$ cat src/rtl/wtc_pkg.sv
package wtc_pkg;
  typedef enum logic [2:0] {
    ST_IDLE,
    ST_LOOKUP,
    ST_ARB,
    ST_WAIT,
    ST_RESP
  } wtc_state_e;
endpackage

$ cat src/rtl/wtc_lines.sv
module wtc_lines #(
  parameter int LINES  = 16,
  parameter int TAG_W  = 6,
  parameter int DATA_W = 32,
  parameter int IDX_W  = $clog2(LINES)
) (
  input  logic              clk,
  input  logic              rst,
  input  logic [IDX_W-1:0]  rd_idx,
  output logic [DATA_W-1:0] rd_data,
  input  logic [IDX_W-1:0]  lk_idx,
  input  logic [TAG_W-1:0]  lk_tag,
  output logic              lk_hit,
  input  logic              wr_en,
  input  logic              wr_fill,
  input  logic [IDX_W-1:0]  wr_idx,
  input  logic [TAG_W-1:0]  wr_tag,
  input  logic [DATA_W-1:0] wr_data,
  input  logic              snp_en,
  input  logic [IDX_W-1:0]  snp_idx,
  input  logic [TAG_W-1:0]  snp_tag,
  output logic              snp_hit
);
  logic [LINES-1:0]  valid_q;
  logic [TAG_W-1:0]  tag_mem  [LINES];
  logic [DATA_W-1:0] data_mem [LINES];

  assign lk_hit  = valid_q[lk_idx] && (tag_mem[lk_idx] == lk_tag);
  assign snp_hit = snp_en && valid_q[snp_idx] && (tag_mem[snp_idx] == snp_tag);

  // valid bits: the snoop clear is applied last so it wins over a fill
  always_ff @(posedge clk) begin
    if (rst) begin
      valid_q <= '0;
    end else begin
      if (wr_en && wr_fill) valid_q[wr_idx] <= 1'b1;
      if (snp_hit)          valid_q[snp_idx] <= 1'b0;
    end
  end

  always_ff @(posedge clk) begin
    if (wr_en && wr_fill) tag_mem[wr_idx] <= wr_tag;
  end

  // single write port, registered read: block RAM friendly
  always_ff @(posedge clk) begin
    if (wr_en) data_mem[wr_idx] <= wr_data;
    rd_data <= data_mem[rd_idx];
  end

  AST_SNOOP_DROPS: assert property (@(posedge clk) disable iff (rst)
    snp_hit |=> !valid_q[$past(snp_idx)]);
  AST_SNOOP_MISMATCH_KEEPS: assert property (@(posedge clk) disable iff (rst)
    (snp_en && valid_q[snp_idx] && (tag_mem[snp_idx] != snp_tag))
      |=> valid_q[$past(snp_idx)]);
  AST_FILL_VALID: assert property (@(posedge clk) disable iff (rst)
    (wr_en && wr_fill && !(snp_hit && snp_idx == wr_idx))
      |=> valid_q[$past(wr_idx)]);
endmodule

$ cat src/rtl/wtc_ctrl.sv
module wtc_ctrl
  import wtc_pkg::*;
#(
  parameter int ADDR_W = 10,
  parameter int DATA_W = 32,
  parameter int IDX_W  = 4,
  parameter int TAG_W  = ADDR_W - IDX_W
) (
  input  logic              clk,
  input  logic              rst,
  input  logic              cpu_req,
  input  logic              cpu_we,
  input  logic [ADDR_W-1:0] cpu_addr,
  input  logic [DATA_W-1:0] cpu_wdata,
  output logic [DATA_W-1:0] cpu_rdata,
  output logic              cpu_ready,
  output logic              bus_req,
  input  logic              bus_gnt,
  output logic              bus_cmd_valid,
  output logic              bus_cmd_we,
  output logic [ADDR_W-1:0] bus_cmd_addr,
  output logic [DATA_W-1:0] bus_cmd_wdata,
  input  logic              mem_ack,
  input  logic [DATA_W-1:0] mem_rdata,
  output logic [IDX_W-1:0]  rd_idx,
  input  logic [DATA_W-1:0] rd_data,
  output logic [IDX_W-1:0]  lk_idx,
  output logic [TAG_W-1:0]  lk_tag,
  input  logic              lk_hit,
  output logic              wr_en,
  output logic              wr_fill,
  output logic [IDX_W-1:0]  wr_idx,
  output logic [TAG_W-1:0]  wr_tag,
  output logic [DATA_W-1:0] wr_data
);
  wtc_state_e        state_q;
  logic [ADDR_W-1:0] req_addr_q;
  logic              req_we_q;
  logic [DATA_W-1:0] req_wdata_q;
  logic              bus_done;

  assign bus_done = (state_q == ST_WAIT) && mem_ack;

  assign rd_idx  = cpu_addr[IDX_W-1:0];
  assign lk_idx  = req_addr_q[IDX_W-1:0];
  assign lk_tag  = req_addr_q[ADDR_W-1:IDX_W];
  assign wr_en   = bus_done && (!req_we_q || lk_hit);
  assign wr_fill = !req_we_q;
  assign wr_idx  = lk_idx;
  assign wr_tag  = lk_tag;
  assign wr_data = req_we_q ? req_wdata_q : mem_rdata;

  always_ff @(posedge clk) begin
    if (rst) begin
      state_q       <= ST_IDLE;
      req_addr_q    <= '0;
      req_we_q      <= 1'b0;
      req_wdata_q   <= '0;
      cpu_rdata     <= '0;
      cpu_ready     <= 1'b0;
      bus_req       <= 1'b0;
      bus_cmd_valid <= 1'b0;
      bus_cmd_we    <= 1'b0;
      bus_cmd_addr  <= '0;
      bus_cmd_wdata <= '0;
    end else begin
      unique case (state_q)
        ST_IDLE: begin
          if (cpu_req) begin
            req_addr_q  <= cpu_addr;
            req_we_q    <= cpu_we;
            req_wdata_q <= cpu_wdata;
            state_q     <= ST_LOOKUP;
          end
        end
        ST_LOOKUP: begin
          if (!req_we_q && lk_hit) begin
            cpu_rdata <= rd_data;
            cpu_ready <= 1'b1;
            state_q   <= ST_RESP;
          end else begin
            bus_req <= 1'b1;
            state_q <= ST_ARB;
          end
        end
        ST_ARB: begin
          if (bus_gnt) begin
            bus_cmd_valid <= 1'b1;
            bus_cmd_we    <= req_we_q;
            bus_cmd_addr  <= req_addr_q;
            bus_cmd_wdata <= req_wdata_q;
            state_q       <= ST_WAIT;
          end
        end
        ST_WAIT: begin
          if (mem_ack) begin
            bus_cmd_valid <= 1'b0;
            bus_cmd_we    <= 1'b0;
            bus_req       <= 1'b0;
            cpu_ready     <= 1'b1;
            if (!req_we_q) cpu_rdata <= mem_rdata;
            state_q       <= ST_RESP;
          end
        end
        default: begin
          cpu_ready <= 1'b0;
          state_q   <= ST_IDLE;
        end
      endcase
    end
  end

  AST_CMD_UNDER_GNT: assert property (@(posedge clk) disable iff (rst)
    bus_cmd_valid |-> bus_gnt);
  AST_READ_NEVER_WRITES: assert property (@(posedge clk) disable iff (rst)
    (bus_cmd_valid && !req_we_q) |-> !bus_cmd_we);
  AST_CMD_HELD: assert property (@(posedge clk) disable iff (rst)
    (bus_cmd_valid && !mem_ack) |=> bus_cmd_valid);
  AST_READY_AFTER_ACK: assert property (@(posedge clk) disable iff (rst)
    (cpu_ready && $past(state_q) == ST_WAIT) |-> $past(mem_ack));
  AST_HIT_SKIPS_BUS: assert property (@(posedge clk) disable iff (rst)
    (state_q == ST_LOOKUP && !req_we_q && lk_hit) |=> (cpu_ready && !bus_req));
  AST_READY_PULSE: assert property (@(posedge clk) disable iff (rst)
    cpu_ready |=> !cpu_ready);
  AST_STORE_TAKES_BUS: assert property (@(posedge clk) disable iff (rst)
    (state_q == ST_LOOKUP && req_we_q) |=> (bus_req && !cpu_ready));
  AST_STORE_HIT_KEEPS: assert property (@(posedge clk) disable iff (rst)
    (bus_done && req_we_q && lk_hit) |=> lk_hit);
  AST_STORE_MISS_NO_ALLOC: assert property (@(posedge clk) disable iff (rst)
    (bus_done && req_we_q && !lk_hit) |=> !lk_hit);
endmodule

$ cat src/rtl/wt_snoop_cache.sv
module wt_snoop_cache #(
  parameter int ADDR_W = 10,
  parameter int DATA_W = 32,
  parameter int LINES  = 16
) (
  input  logic              clk,
  input  logic              rst,
  input  logic              cpu_req,
  input  logic              cpu_we,
  input  logic [ADDR_W-1:0] cpu_addr,
  input  logic [DATA_W-1:0] cpu_wdata,
  output logic [DATA_W-1:0] cpu_rdata,
  output logic              cpu_ready,
  output logic              bus_req,
  input  logic              bus_gnt,
  output logic              bus_cmd_valid,
  output logic              bus_cmd_we,
  output logic [ADDR_W-1:0] bus_cmd_addr,
  output logic [DATA_W-1:0] bus_cmd_wdata,
  input  logic              mem_ack,
  input  logic [DATA_W-1:0] mem_rdata,
  input  logic              snp_valid,
  input  logic [ADDR_W-1:0] snp_addr
);
  localparam int IDX_W = $clog2(LINES);
  localparam int TAG_W = ADDR_W - IDX_W;

  logic [IDX_W-1:0]  rd_idx, lk_idx, wr_idx;
  logic [TAG_W-1:0]  lk_tag, wr_tag;
  logic [DATA_W-1:0] rd_data, wr_data;
  logic              lk_hit, wr_en, wr_fill, snp_hit;

  wtc_ctrl #(
    .ADDR_W(ADDR_W), .DATA_W(DATA_W), .IDX_W(IDX_W), .TAG_W(TAG_W)
  ) u_ctrl (
    .clk(clk), .rst(rst),
    .cpu_req(cpu_req), .cpu_we(cpu_we), .cpu_addr(cpu_addr), .cpu_wdata(cpu_wdata),
    .cpu_rdata(cpu_rdata), .cpu_ready(cpu_ready),
    .bus_req(bus_req), .bus_gnt(bus_gnt),
    .bus_cmd_valid(bus_cmd_valid), .bus_cmd_we(bus_cmd_we),
    .bus_cmd_addr(bus_cmd_addr), .bus_cmd_wdata(bus_cmd_wdata),
    .mem_ack(mem_ack), .mem_rdata(mem_rdata),
    .rd_idx(rd_idx), .rd_data(rd_data),
    .lk_idx(lk_idx), .lk_tag(lk_tag), .lk_hit(lk_hit),
    .wr_en(wr_en), .wr_fill(wr_fill), .wr_idx(wr_idx), .wr_tag(wr_tag), .wr_data(wr_data)
  );

  wtc_lines #(
    .LINES(LINES), .TAG_W(TAG_W), .DATA_W(DATA_W), .IDX_W(IDX_W)
  ) u_lines (
    .clk(clk), .rst(rst),
    .rd_idx(rd_idx), .rd_data(rd_data),
    .lk_idx(lk_idx), .lk_tag(lk_tag), .lk_hit(lk_hit),
    .wr_en(wr_en), .wr_fill(wr_fill), .wr_idx(wr_idx), .wr_tag(wr_tag), .wr_data(wr_data),
    .snp_en(snp_valid), .snp_idx(snp_addr[IDX_W-1:0]), .snp_tag(snp_addr[ADDR_W-1:IDX_W]),
    .snp_hit(snp_hit)
  );
endmodule

$ cat config.mk
export PLATFORM = sky130hd
export DESIGN_NAME = wt_snoop_cache
export DESIGN_NICKNAME = d
export VERILOG_FILES = /design/src/rtl/wtc_pkg.sv /design/src/rtl/wtc_lines.sv /design/src/rtl/wtc_ctrl.sv /design/src/rtl/wt_snoop_cache.sv
export SDC_FILE = /design/constraint.sdc
export NUM_CORES = 1
export LEC_CHECK = 0
export BUFFER_PORTS_ARGS = -buffer_cell sky130_fd_sc_hd__buf_2
export CORE_AREA = 2 2 315 317
export CTS_CLUSTER_DIAMETER = 100
export DETAILED_ROUTE_END_ITERATION = 7
export DIE_AREA = 0 0 317 319
export PLACE_DENSITY = 0.44
export SYNTH_ARGS = -nofsm -noshare
export SYNTH_HDL_FRONTEND = slang
export SYNTH_HIERARCHICAL = 1
export SYNTH_SLANG_ARGS = --single-unit
$ cat constraint.sdc
create_clock -name clk -period 6.8 [get_ports clk]
set_clock_uncertainty 0.1 [all_clocks]
set_input_delay 0 -clock clk [delete_from_list [all_inputs] [get_ports clk]]
set_output_delay 0 -clock clk [all_outputs]
set_load 0.05 [all_outputs]
==> results.md, run 1 <==
- Detailed-routing iteration count for the pre-antenna-repair pass: 5
- Yosys warning count: 6
- Net count after synthesis: 1848
- Post-layout instance area: 37500 sq um
- Hold Slack: 38.9 ps
- Largest net degree at the start of global routing: 86
- Type of the worst setup path: register to register
- Clock sink total: 780
- Data arrival time of the critical path: 5590 ps
- Die Footprint: 101000 sq um
- Synth Instances: 1757
- HP Class: input port to register
- Buffers from clock root to sink, at most: 3
- Initial antenna violation count: 3
- Master cell of the clock root buffer: sky130_fd_sc_hd__clkbuf_16
- Switching Share: 0.242
- Detailed Route Iter0 Violations: 1476
- Vias post-DR: 17400
- Vias per std cell: 5.07
- Number of max-slew violations in the final report: 0
- Vias in the first global route: 18300
- Avg Inst Size Synth: 17.7 sq um
- Die outline width: 317 um
- Total of cells resized after clock tree synthesis: 0
- Placer congestion estimate: 0.830
- Quantity of hold-fixing buffers added after cts: 139
- Total clock buffers created by CTS: 88
- Number of violations of the max-capacitance limit: 0
- # rows: 115
- Register-to-Register Path Depth: 11
- H-tree levels: 3
- Clock-pin slew of the registers on the worst-case setup and hold paths: 60 ps
- Peak supply drop: 0.000181 V
- Detailed Route WL: 89700 um
- Post-DR wirelength/cell: 26.1 um
- Number of nets in the final layout: 2168
- Number of remaining DRC errors: 0
- Worst reg2reg setup slack: 1420 ps
- Run status: finished, final reports clean
- Footprint of the multi-input gates: 8760 sq um
- Clock network fraction of total power: 0.424
- Final critical-path required period: 5380 ps
- Startpoint type of the worst setup path: register
- Worst Max-Slew Pin Slew: 1310 ps
- Sum of overflow across all layers after global routing: 0
- Final number of hold-violating endpoints: 0
- Antenna-violating nets left: 0
- Launching element of the worst setup path: u_ctrl/req_addr_q[0]
- Post-Synthesis Cell Area: 31100 sq um
- Max-slew headroom at the worst pin: 0.123
- # port buffers: 168
- Static Leakage: 12.5 nW
- Util after Layout: 0.384
- Share of layout cells above drive strength 1: 0.303
- Fin crit share: 0.791
- Std-Cell Core Area: 97700 sq um
- P per Cell Area: 286 nW/um^2
- Global-route wire length before repair: 130000 um
- Final sum of negative setup slack: 0 ps
- Crit path capture: u_lines/data_mem[3][2]
- Post-layout total power: 0.0107 W
- Seq. cell area: 21700 sq um
- Die extent in y: 319 um
- Commonest cells after routing, fill and taps aside: sky130_fd_sc_hd__edfxtp_1, sky130_fd_sc_hd__mux4_2, sky130_fd_sc_hd__nand2_1
- Global-route usage over all layers: 0.178
- Share of total power in combinational logic: 0.080
- Setup repair after global routing missed its margin: false
- Power dissipated by switching net loads: 0.00260 W
- Cell-internal power: 0.00814 W
- Endpoint of the lowest-slack register-to-register path: u_lines/data_mem[3][2]
- Critical Path Sink Type: register
- Worst hold stages: 4
- IO Count: 169
- Startpoint of the lowest-slack hold path: cpu_wdata[8]
- Initial core utilization: 0.318
- Max Clk Rate: 186 MHz
- Post-CTS Setup Bufs: 0
- Biggest fanout along the worst timing path: 35
- Worst reg2reg startpoint: u_ctrl/req_addr_q[0]
- Commonest non-fill, non-tap cell in the layout: sky130_fd_sc_hd__edfxtp_1
- Filler cell count: 8979
- Final Setup Violations: 0
- Crit path required time: 7010 ps
- Synthesis-to-layout area growth: 20.8%
- Total placed instance area: 33400 sq um
- Clock network latency to the later pin of the worst-skew pair: 660 ps
- Post-detailed-placement half-perimeter wirelength: 55000 um
- Part of the total power dissipated in sequential elements: 0.496
- TritonCTS clock tree: done
[metal layers]
layer | GRT usage | routed length, um | share of wire | vias up
li1 | - | - | - | 7595
met1 | 0.237 | 38500 | 0.43 | 9195
met2 | 0.292 | 43800 | 0.49 | 529
met3 | 0.0375 | 5190 | 0.058 | 126
met4 | 0.0502 | 2180 | 0.024 | 0
met5 | 0 | 0 | 0 | -
[through the flow]
stage | worst slack, ps | cells
after floorplan | 1030 | 1757
after global placement | 1450 | 3135
after detailed placement | 1390 | 3135
after CTS | 1360 | 3437
after global routing | 974 | 3437
final | 1420 | 3438
[sequential cells by signal, indices dropped and copies added, names as in the netlist]
signal and count:
u_ctrl/bus_cmd_addr 10, u_ctrl/bus_cmd_valid 1, u_ctrl/bus_cmd_wdata 32, u_ctrl/bus_cmd_we 1, u_ctrl/bus_req 1, u_ctrl/cpu_rdata 32
u_ctrl/cpu_ready 1, u_ctrl/req_addr_q 10, u_ctrl/req_wdata_q 32, u_ctrl/req_we_q 1, u_ctrl/state_q 3, u_lines/data_mem 512
u_lines/rd_data 32, u_lines/tag_mem 96, u_lines/valid_q 16
[worst max-delay path, stage by stage (launching register included)]
cell                      delay (ps)
sky130_fd_sc_hd__dfxtp_2        1030
sky130_fd_sc_hd__mux4_2          610
sky130_fd_sc_hd__mux2i_1         360
sky130_fd_sc_hd__mux2i_1         150
sky130_fd_sc_hd__xnor2_1         190
sky130_fd_sc_hd__nand2_1          70
sky130_fd_sc_hd__nor3_1          480
sky130_fd_sc_hd__inv_1            90
sky130_fd_sc_hd__a21oi_1         280
sky130_fd_sc_hd__or3b_2          670
sky130_fd_sc_hd__nor2_4          520
sky130_fd_sc_hd__buf_4           430
[worst min path at each step]
stage	endpoint	slack, ps
2_1_floorplan	u_ctrl/req_wdata_q[0]	40
3_3_place_gp	u_ctrl/req_wdata_q[17]	140
3_5_place_dp	u_ctrl/req_wdata_q[19]	150
4_1_cts	u_ctrl/req_wdata_q[10]	0.9
5_1_grt	u_ctrl/req_wdata_q[8]	20
6_report	u_ctrl/req_wdata_q[8]	40
[power by group through the flow]
stage               Clock (W)  Combinational, W  Sequential [W]
finish                0.00455          0.000858         0.00533
global route          0.00486          0.000922         0.00534
CTS                   0.00467          0.000871         0.00533
detailed placement          0          0.000802         0.00543
global placement            0          0.000798         0.00543
floorplan                   0          0.000527         0.00540
[layout make-up]
class                           instances  share of cell area
Antenna cell                            1           0.0000667
Clock buffer                          100              0.0599
Clock inverter                         63              0.0142
Inverter                                6            0.000600
Multi-Input combinational cell        843               0.233
Sequential cell                       780               0.578
Tap cell                             1287              0.0429
Timing Repair Buffer                  358              0.0705
No activity file was read; power rests on OpenSTA's default activity.
==> run 2, diff against run 1 <==
--- a/config.mk
+++ b/config.mk
@@ -5,12 +5,13 @@
 export SDC_FILE = /design/constraint.sdc
 export NUM_CORES = 1
 export LEC_CHECK = 0
+export ABC_AREA = 1
 export BUFFER_PORTS_ARGS = -buffer_cell sky130_fd_sc_hd__buf_2
-export CORE_AREA = 2 2 315 317
+export CORE_AREA = 2 2 323 325
 export CTS_CLUSTER_DIAMETER = 100
 export DETAILED_ROUTE_END_ITERATION = 7
-export DIE_AREA = 0 0 317 319
-export PLACE_DENSITY = 0.44
+export DIE_AREA = 0 0 325 327
+export PLACE_DENSITY = 0.46
 export SYNTH_ARGS = -nofsm -noshare
 export SYNTH_HDL_FRONTEND = slang
 export SYNTH_HIERARCHICAL = 1
==> constraint.sdc (replaced) <==
create_clock -name clk -period 4.34 [get_ports clk]
set_clock_uncertainty 0.1 [all_clocks]
set_input_delay 0 -clock clk [delete_from_list [all_inputs] [get_ports clk]]
set_output_delay 0 -clock clk [all_outputs]
set_load 0.05 [all_outputs]
==> run 2 against run 1 <==
  * The run now ends with design-rule violations left
  * Sequential cell count did not move
  * Global-route usage up 1.8 points
  * Routed wire length is 18% higher
  * Combinational power increased to 3.2 times the previous value
  * First-iteration DRC count increased by 38%
  * Sequential share of layout area down 2.2 points
  * Core utilization is 0.51 points lower
  * Design area is 3.9% higher
  * Final cell count rose by 36%
  * Maximum frequency rose by 35%
  * Non-clock buffer count grew 7
  * Critical endpoint is now u_lines/data_mem[13][23]
  * Largest power group unchanged
  * Highest routed layer unchanged
==> results.md, run 2 <==
- Static Leakage: 14.8 nW (+18%)
- Net count after synthesis: 3066 (+66%)
- Number of violations of the max-capacitance limit: 0 (unchanged)
- Detailed-routing iteration count for the pre-antenna-repair pass: 8 (+3)
- Most instantiated library cell after synthesis: sky130_fd_sc_hd__edfxtp_1
- Biggest fanout along the worst timing path: 39 (+11%)
- Run status: finished, violations left
- H-tree levels: 3 (unchanged)
- Flip-flop and latch count after synthesis: 780
- Peak supply drop: 0.000354 V (+95%)
- Total clock buffers created by CTS: 84 (-4.5%)
- # port buffers: 168 (unchanged)
- Vias post-DR: 23100 (+33%)
- Final number of hold-violating endpoints: 0 (unchanged)
- Synth Area in Compound Gates: 0.136
- Clock sink total: 780 (unchanged)
- Final critical-path required period: 3980 ps (-1400 ps)
- Simple-gate portion of the synthesized area: 0.0966
- Main combinational cell family by area after synthesis: compound AO/OA/AOI/OAI gates
- HP Class: input port to register
- Register-to-Register Path Depth: 14 (+3)
- Cells along the critical path: buf_4 > o21ai_0 > o211ai_1 > nand3_1 > nand2_1 > o21ai_0 > nor2_1 > nand2_1 > nor2_1 > nor2_1 > nor2_1 > nand3_1 > nor2_4 > buf_4
- Placer congestion estimate: 0.880 (+6.0%)
- Worst reg2reg setup slack: 360 ps (-1060 ps)
- Post-CTS Setup Bufs: 0 (unchanged)
- Crit path capture: u_lines/data_mem[13][23]
- Largest net degree at the start of global routing: 103 (+20%)
- Synthesized-area fraction occupied by xor and xnor cells: 0.000268
- Post-detailed-placement half-perimeter wirelength: 69300 um (+26%)
- Worst Max-Slew Pin Slew: 1190 ps (-125 ps)
- Share of synthesized area occupied by flip-flops and latches: 0.665
- Detailed Route WL: 106000 um (+18%)
- Number of max-slew violations in the final report: 0 (unchanged)
- Global-route usage over all layers: 0.196 (+0.0180)
- Critical Path Sink Type: register
- IO Count: 169 (unchanged)
- Endpoint of the lowest-slack register-to-register path: u_lines/data_mem[13][23]
- Worst reg2reg startpoint: u_ctrl/req_addr_q[1]
- # rows: 118 (+2.6%)
- Vias per std cell: 4.95 (-2.5%)
- Largest area contributor in the netlist: sky130_fd_sc_hd__edfxtp_1
- Post-DR wirelength/cell: 22.7 um (-13%)
- Number of remaining DRC errors: 1 (+1)
- P per Cell Area: 468 nW/um^2 (+64%)
- Most frequent cell on the critical path: sky130_fd_sc_hd__nor2_1
- Max FFs per register: 512 (unchanged)
- Fin crit share: 0.916 (+0.126)
- Startpoint type of the worst setup path: register
- Number of nets in the final layout: 3314 (+53%)
- Setup slack after placement: 258 ps (-1130 ps)
- Worst-case setup margin in the final layout: 363 ps (-1060 ps)
- Fraction of the mapped netlist area in adder cells: 0
- Std-Cell Core Area: 103000 sq um (+5.3%)
- Die Footprint: 106000 sq um (+5.1%)
- Launching element of the worst setup path: u_ctrl/req_addr_q[1]
- Largest regs: u_lines/data_mem: 512 flops, u_lines/tag_mem: 96 flops
- Commonest cells after routing, fill and taps aside: sky130_fd_sc_hd__edfxtp_1, sky130_fd_sc_hd__nand2_1, sky130_fd_sc_hd__o21ai_0
- Crit path required time: 4500 ps (-2510 ps)
- Synth Instances: 2975 (+69%)
- Post-layout total power: 0.0183 W (+70%)
- Buffers from clock root to sink, at most: 3 (unchanged)
- ANT cells: 0 (-1)
- Clock network latency to the later pin of the worst-skew pair: 670 ps (about the same)
- Master cell of the clock root buffer: sky130_fd_sc_hd__clkbuf_16
- Global-route wire length before repair: 154000 um (+18%)
- Data arrival time of the critical path: 4140 ps (-1450 ps)
- Detailed Route Iter0 Violations: 2042 (+38%)
- Clock-pin slew of the registers on the worst-case setup and hold paths: 60 ps (about the same)
- Synthesis-to-layout area growth: 19.5%
- Final sum of negative setup slack: 0 ps (unchanged)
- Proportion of netlist area held by the largest area contributor: 0.560
- Die outline width: 325 um (+2.5%)
- Max Clk Rate: 251 MHz (+35%)
- Yosys warning count: 6 (unchanged)
- Most flops, register: u_lines/data_mem
- Util after Layout: 0.379 (-0.00515)
- Post-Synthesis Cell Area: 32600 sq um (+5.0%)
- Leading post-synthesis cells by instance count: sky130_fd_sc_hd__edfxtp_1, sky130_fd_sc_hd__nand2_1, sky130_fd_sc_hd__o21ai_0
- Antenna-violating nets left: 0 (unchanged)
- Failing checks: design-rule violations
- Share of layout cells above drive strength 1: 0.144 (-0.159)
- Initial antenna violation count: 3 (unchanged)
- Cell type of the slowest stage on the worst timing path: sky130_fd_sc_hd__buf_4
- Predominant post-synthesis flop cell: sky130_fd_sc_hd__edfxtp_1
- Peak per-stage delay on the critical path: 460 ps (-570 ps)
- Max-slew headroom at the worst pin: 0.208 (+0.0850)
- Vias in the first global route: 22500 (+23%)
- Proportion of synthesized area in mux cells: 0.0393
- Initial core utilization: 0.317 (-0.000966)
- Dominant cells by area after synthesis: sky130_fd_sc_hd__edfxtp_1, sky130_fd_sc_hd__dfxtp_1, sky130_fd_sc_hd__o21ai_0, sky130_fd_sc_hd__nand2_1, sky130_fd_sc_hd__mux2i_1
- Die extent in y: 327 um (+2.5%)
- Share of flip-flops with an asynchronous set or reset after synthesis: 0
- Sum of overflow across all layers after global routing: 0 (unchanged)
- Count of flip-flops with a built-in enable after synthesis: 608
- Final Setup Violations: 0 (unchanged)
- Commonest non-fill, non-tap cell in the layout: sky130_fd_sc_hd__edfxtp_1
- Avg Inst Size Synth: 11.0 sq um (-38%)
- Setup repair after global routing missed its margin: false
- Type of the worst setup path: register to register
- Post-synth cell types: 34
- TritonCTS clock tree: done
[run 2: layout make-up]
| type | count | area, sq um |
|---|---|---|
| fill | 10000 | 63900 |
| sequential | 780 | 21700 |
| multi-input combinational | 1701 | 9080 |
| timing repair buffer | 365 | 2720 |
| clock buffer | 112 | 2260 |
| tap | 1380 | 1730 |
| inverter | 291 | 1100 |
| clock inverter | 44 | 420 |
[run 2: cell families (layout without fill, tap and decap cells)]
group | Yosys count | after routing
xor gates and xnor gates | 1 | 1
DFF | 780 | 780
muxes | 128 | 128
buffers and inverters | 494 | 812
AOI/OAI and AO/OA | 798 | 798
and+or+nand+nor | 774 | 774
[run 2: per-stage QoR]
step	hold slack, ps	cell area (sq um)	std cells
after global placement	187	35400	4428
after detailed placement	198	35400	4428
after CTS	19.3	39000	4673
after global routing	64.9	39000	4673
after floorplan	-30.9	32600	2975
final	68.1	39000	4673
[run 2: per-layer routing]
layer,share of wire,track usage
met1,0.45,0.266
met2,0.48,0.327
met4,0.026,0.0564
met5,0,0
met3,0.051,0.0280
[run 2: critical path: cells and delay by family (launching register included)]
family                 cells  cell delay (ps)
DFF                        1              350
buffers and inverters      2              840
AOI/OAI and AO/OA          3              450
and+or+nand+nor            9             1790
[run 2: power breakdown]
group	switching, W	internal, W
sequential	0.000130	0.00848
combinational	0.00206	0.000668
clock	0.00308	0.00384
[run 2: timing repair]
item                                    in CTS  in global routing
resized for setup                            0                  1
endpoints found under the hold margin      594                  0
endpoints found under the setup margin       0                 27
hold buffers                                89                  0
[run 2: how the worst min path moves through the flow]
stage / slack (ps) / end / cells past startpoint / startpoint
after detailed placement: 200 / u_ctrl/req_wdata_q[10] / 3 / cpu_wdata[10]
after CTS: 20 / u_ctrl/req_wdata_q[13] / 4 / cpu_wdata[13]
final: 70 / u_ctrl/req_wdata_q[5] / 4 / cpu_wdata[5]
after global placement: 190 / u_ctrl/req_wdata_q[5] / 3 / cpu_wdata[5]
after global routing: 60 / u_ctrl/req_wdata_q[10] / 4 / cpu_wdata[10]
after floorplan: -30 / u_ctrl/bus_cmd_valid / 1 / rst
==> run 3, diff against run 2 <==
--- a/config.mk
+++ b/config.mk
@@ -11,7 +11,7 @@
 export CTS_CLUSTER_DIAMETER = 100
 export DETAILED_ROUTE_END_ITERATION = 7
 export DIE_AREA = 0 0 325 327
-export PLACE_DENSITY = 0.46
+export PLACE_DENSITY = 0.44
 export SYNTH_ARGS = -nofsm -noshare
 export SYNTH_HDL_FRONTEND = slang
 export SYNTH_HIERARCHICAL = 1
==> constraint.sdc (replaced) <==
create_clock -name clk -period 4.1 [get_ports clk]
set_clock_uncertainty 0.1 [all_clocks]
set_input_delay 0 -clock clk [delete_from_list [all_inputs] [get_ports clk]]
set_output_delay 0 -clock clk [all_outputs]
set_load 0.05 [all_outputs]
==> run 3 against run 2 <==
  * The run now ends clean
  * Worst hold slack worse by 36 ps
  * Non-clock buffer count down 4
  * Final cell count about the same
  * Global-route usage down 0.63 points
  * Die area unchanged
  * Sequential power up 5.8%
  * Register-to-register slack worse by 40 ps
  * Sequential cell count unchanged
  * Critical endpoint is now u_lines/valid_q[5]
  * Largest cell class unchanged
  * Highest routed layer unchanged
==> results.md, run 3 (synthesis gave the netlist of run 2 again) <==
- Clock network fraction of total power: 0.388 (+0.009)
- Synthesis-to-layout area growth: 19.5% (about the same)
- Max-slew headroom at the worst pin: 0.188 (-0.0206)
- Seq. cell area: 21700 sq um (unchanged)
- Post-DR wirelength/cell: 21.8 um (-4.0%)
- Detailed Route WL: 102000 um (-3.9%)
- Initial core utilization: 0.317 (unchanged)
- Clock network latency to the later pin of the worst-skew pair: 650 ps (-20 ps)
- Commonest non-fill, non-tap cell in the layout: sky130_fd_sc_hd__edfxtp_1
- Vias per std cell: 4.93 (-0.41%)
- Number of max-slew violations in the final report: 0 (unchanged)
- Worst Max-Slew Pin Slew: 1210 ps (+22.7 ps)
- Sum of overflow across all layers after global routing: 0 (unchanged)
- Max FFs per register: 512 (unchanged)
- Vias post-DR: 23000 (-0.38%)
- Power dissipated by switching net loads: 0.00537 W (+1.9%)
- Setup repair after global routing missed its margin: false
- Filler cell count: 10100 (+0.25%)
- HP Class: input port to register
- Fin crit share: 0.928
- Commonest cells after routing, fill and taps aside: sky130_fd_sc_hd__edfxtp_1, sky130_fd_sc_hd__nand2_1, sky130_fd_sc_hd__o21ai_0
- Final critical-path required period: 3810 ps
- # rows: 118 (unchanged)
- Post-detailed-placement half-perimeter wirelength: 65600 um (-5.4%)
- Die Footprint: 106000 sq um (unchanged)
- Total clock buffers created by CTS: 87 (+3.6%)
- Part of the total power dissipated in sequential elements: 0.470 (about the same)
- Master cell of the clock root buffer: sky130_fd_sc_hd__clkbuf_16
- Run status: finished, final reports clean
- IO Count: 169 (unchanged)
- Startpoint type of the worst setup path: input port
- Initial antenna violation count: 3 (unchanged)
- # port buffers: 168 (unchanged)
- Footprint of the multi-input gates: 9050 sq um (-0.32%)
- Std-Cell Core Area: 103000 sq um (unchanged)
- Clock-pin slew of the registers on the worst-case setup and hold paths: 60 ps (about the same)
- Biggest fanout along the worst timing path: 16 (-59%)
- Global-route usage over all layers: 0.189 (-0.00634)
- Crit path required time: 4520 ps (+20 ps)
- Most flops, register: u_lines/data_mem
- H-tree levels: 3 (unchanged)
- Final Setup Violations: 0 (unchanged)
- Global-route wire length before repair: 151000 um (-1.9%)
- Die outline width: 325 um (unchanged)
- Number of remaining DRC errors: 0 (-1)
- Post-layout total power: 0.0194 W (+6.3%)
- Vias in the first global route: 22700 (+1.1%)
- Buffers from clock root to sink, at most: 3 (unchanged)
- Die extent in y: 327 um (unchanged)
- Placer congestion estimate: 0.872 (-0.97%)
- Static Leakage: 14.8 nW (about the same)
- Share of total power in combinational logic: 0.142 (-0.008)
- Final number of hold-violating endpoints: 0 (unchanged)
- Largest net degree at the start of global routing: 97 (-5.8%)
- TritonCTS clock tree: done
- Detailed-routing iteration count for the pre-antenna-repair pass: 7 (-1)
- Clock sink total: 780 (unchanged)
- Type of the worst setup path: input port to register
- Critical Path Sink Type: register
- Max Clk Rate: 263 MHz
- P per Cell Area: 497 nW/um^2 (+6.2%)
- Detailed Route Iter0 Violations: 1938 (-5.1%)
- Number of nets in the final layout: 3313 (-0.030%)
- Switching Share: 0.277 (-0.0119)
- Peak supply drop: 0.000296 V (-16%)
- Data arrival time of the critical path: 4220 ps (+80 ps)
- Number of violations of the max-capacitance limit: 0 (unchanged)
- Final sum of negative setup slack: 0 ps (unchanged)
- Antenna-violating nets left: 0 (unchanged)
- Cell-internal power: 0.0140 W (+8.0%)
- Largest regs: u_lines/data_mem: 512 flops, u_lines/tag_mem: 96 flops
- Util after Layout: 0.379 (about the same)
- Share of layout cells above drive strength 1: 0.140 (-0.00456)
run 3: layer usage:
metal / vias to the layer above / routed length (um) / share of wire / global-route usage
met1: 11300 / 48700 / 0.48 / 0.277
met4: 0 / 1940 / 0.019 / 0.0463
met2: 719 / 44500 / 0.44 / 0.287
met5: - / 0 / 0 / 0
li1: 10900 / - / - / -
met3: 108 / 6870 / 0.067 / 0.0388
run 3: power by group through the flow:
| stage | sequential (W) | combinational (W) | clock (W) |
|---|---|---|---|
| 2_1_floorplan | 0.00958 | 0.00134 | 0 |
| 3_3_place_gp | 0.00927 | 0.00268 | 0 |
| 3_5_place_dp | 0.00928 | 0.00269 | 0 |
| 4_1_cts | 0.00911 | 0.00278 | 0.00774 |
| 5_1_grt | 0.00913 | 0.00302 | 0.00804 |
| 6_report | 0.00911 | 0.00276 | 0.00753 |
run 3: cell type report:
cell class | count | area share
antenna | 1 | 0.0000642
sequential | 780 | 0.556
timing repair buffer | 361 | 0.0686
inverter | 291 | 0.0282
clock inverter | 37 | 0.00866
multi-input combinational | 1701 | 0.232
clock buffer | 123 | 0.0619
tap | 1380 | 0.0443
run 3: metrics by stage:
stage	instance area (sq um)	hold slack (ps)	setup WS [ps]	instances
2_1_floorplan	32600	-30.9	133	2975
3_3_place_gp	35400	165	200	4425
3_5_place_dp	35400	175	209	4425
4_1_cts	39000	22.0	211	4673
5_1_grt	39000	55.0	71.9	4673
6_report	39000	32.3	295	4674
run 3: worst paths after layout:
path / startpoint / end / slack (ps) / depth (start not counted)
setup / recovery: snp_addr[2] / u_lines/valid_q[5] / 290 / 17
hold / removal: cpu_addr[0] / u_lines/rd_data[23] / 30 / 5
setup reg to reg: u_lines/tag_mem[11][4] / u_lines/valid_q[5] / 320 / 16
hold reg to reg: u_ctrl/bus_cmd_wdata[18] / u_ctrl/bus_cmd_wdata[18] / 340 / 2
run 3: worst max-delay path, cell delays in order:
cell and delay, ps:
sky130_fd_sc_hd__dlygate4sd3_1 540, sky130_fd_sc_hd__buf_2 140, sky130_fd_sc_hd__inv_1 50, sky130_fd_sc_hd__nand2_1 320, sky130_fd_sc_hd__inv_1 250, sky130_fd_sc_hd__nand2_1 120, sky130_fd_sc_hd__nand2_1 190, sky130_fd_sc_hd__o21ai_1 180
sky130_fd_sc_hd__nand2_1 70, sky130_fd_sc_hd__nor2_1 100, sky130_fd_sc_hd__dlygate4sd3_1 560, sky130_fd_sc_hd__nand2_1 50, sky130_fd_sc_hd__dlygate4sd3_1 590, sky130_fd_sc_hd__nor2_4 80, sky130_fd_sc_hd__dlygate4sd3_1 550, sky130_fd_sc_hd__buf_4 290
sky130_fd_sc_hd__a21oi_1 120
run 3: what timing repair did:
action | in CTS | in global routing
gates resized for setup | 0 | 2
setup endpoints to repair | 0 | 304
hold buffers | 88 | 0
buffers inserted | 0 | 0
endpoints found under the hold margin | 577 | 0
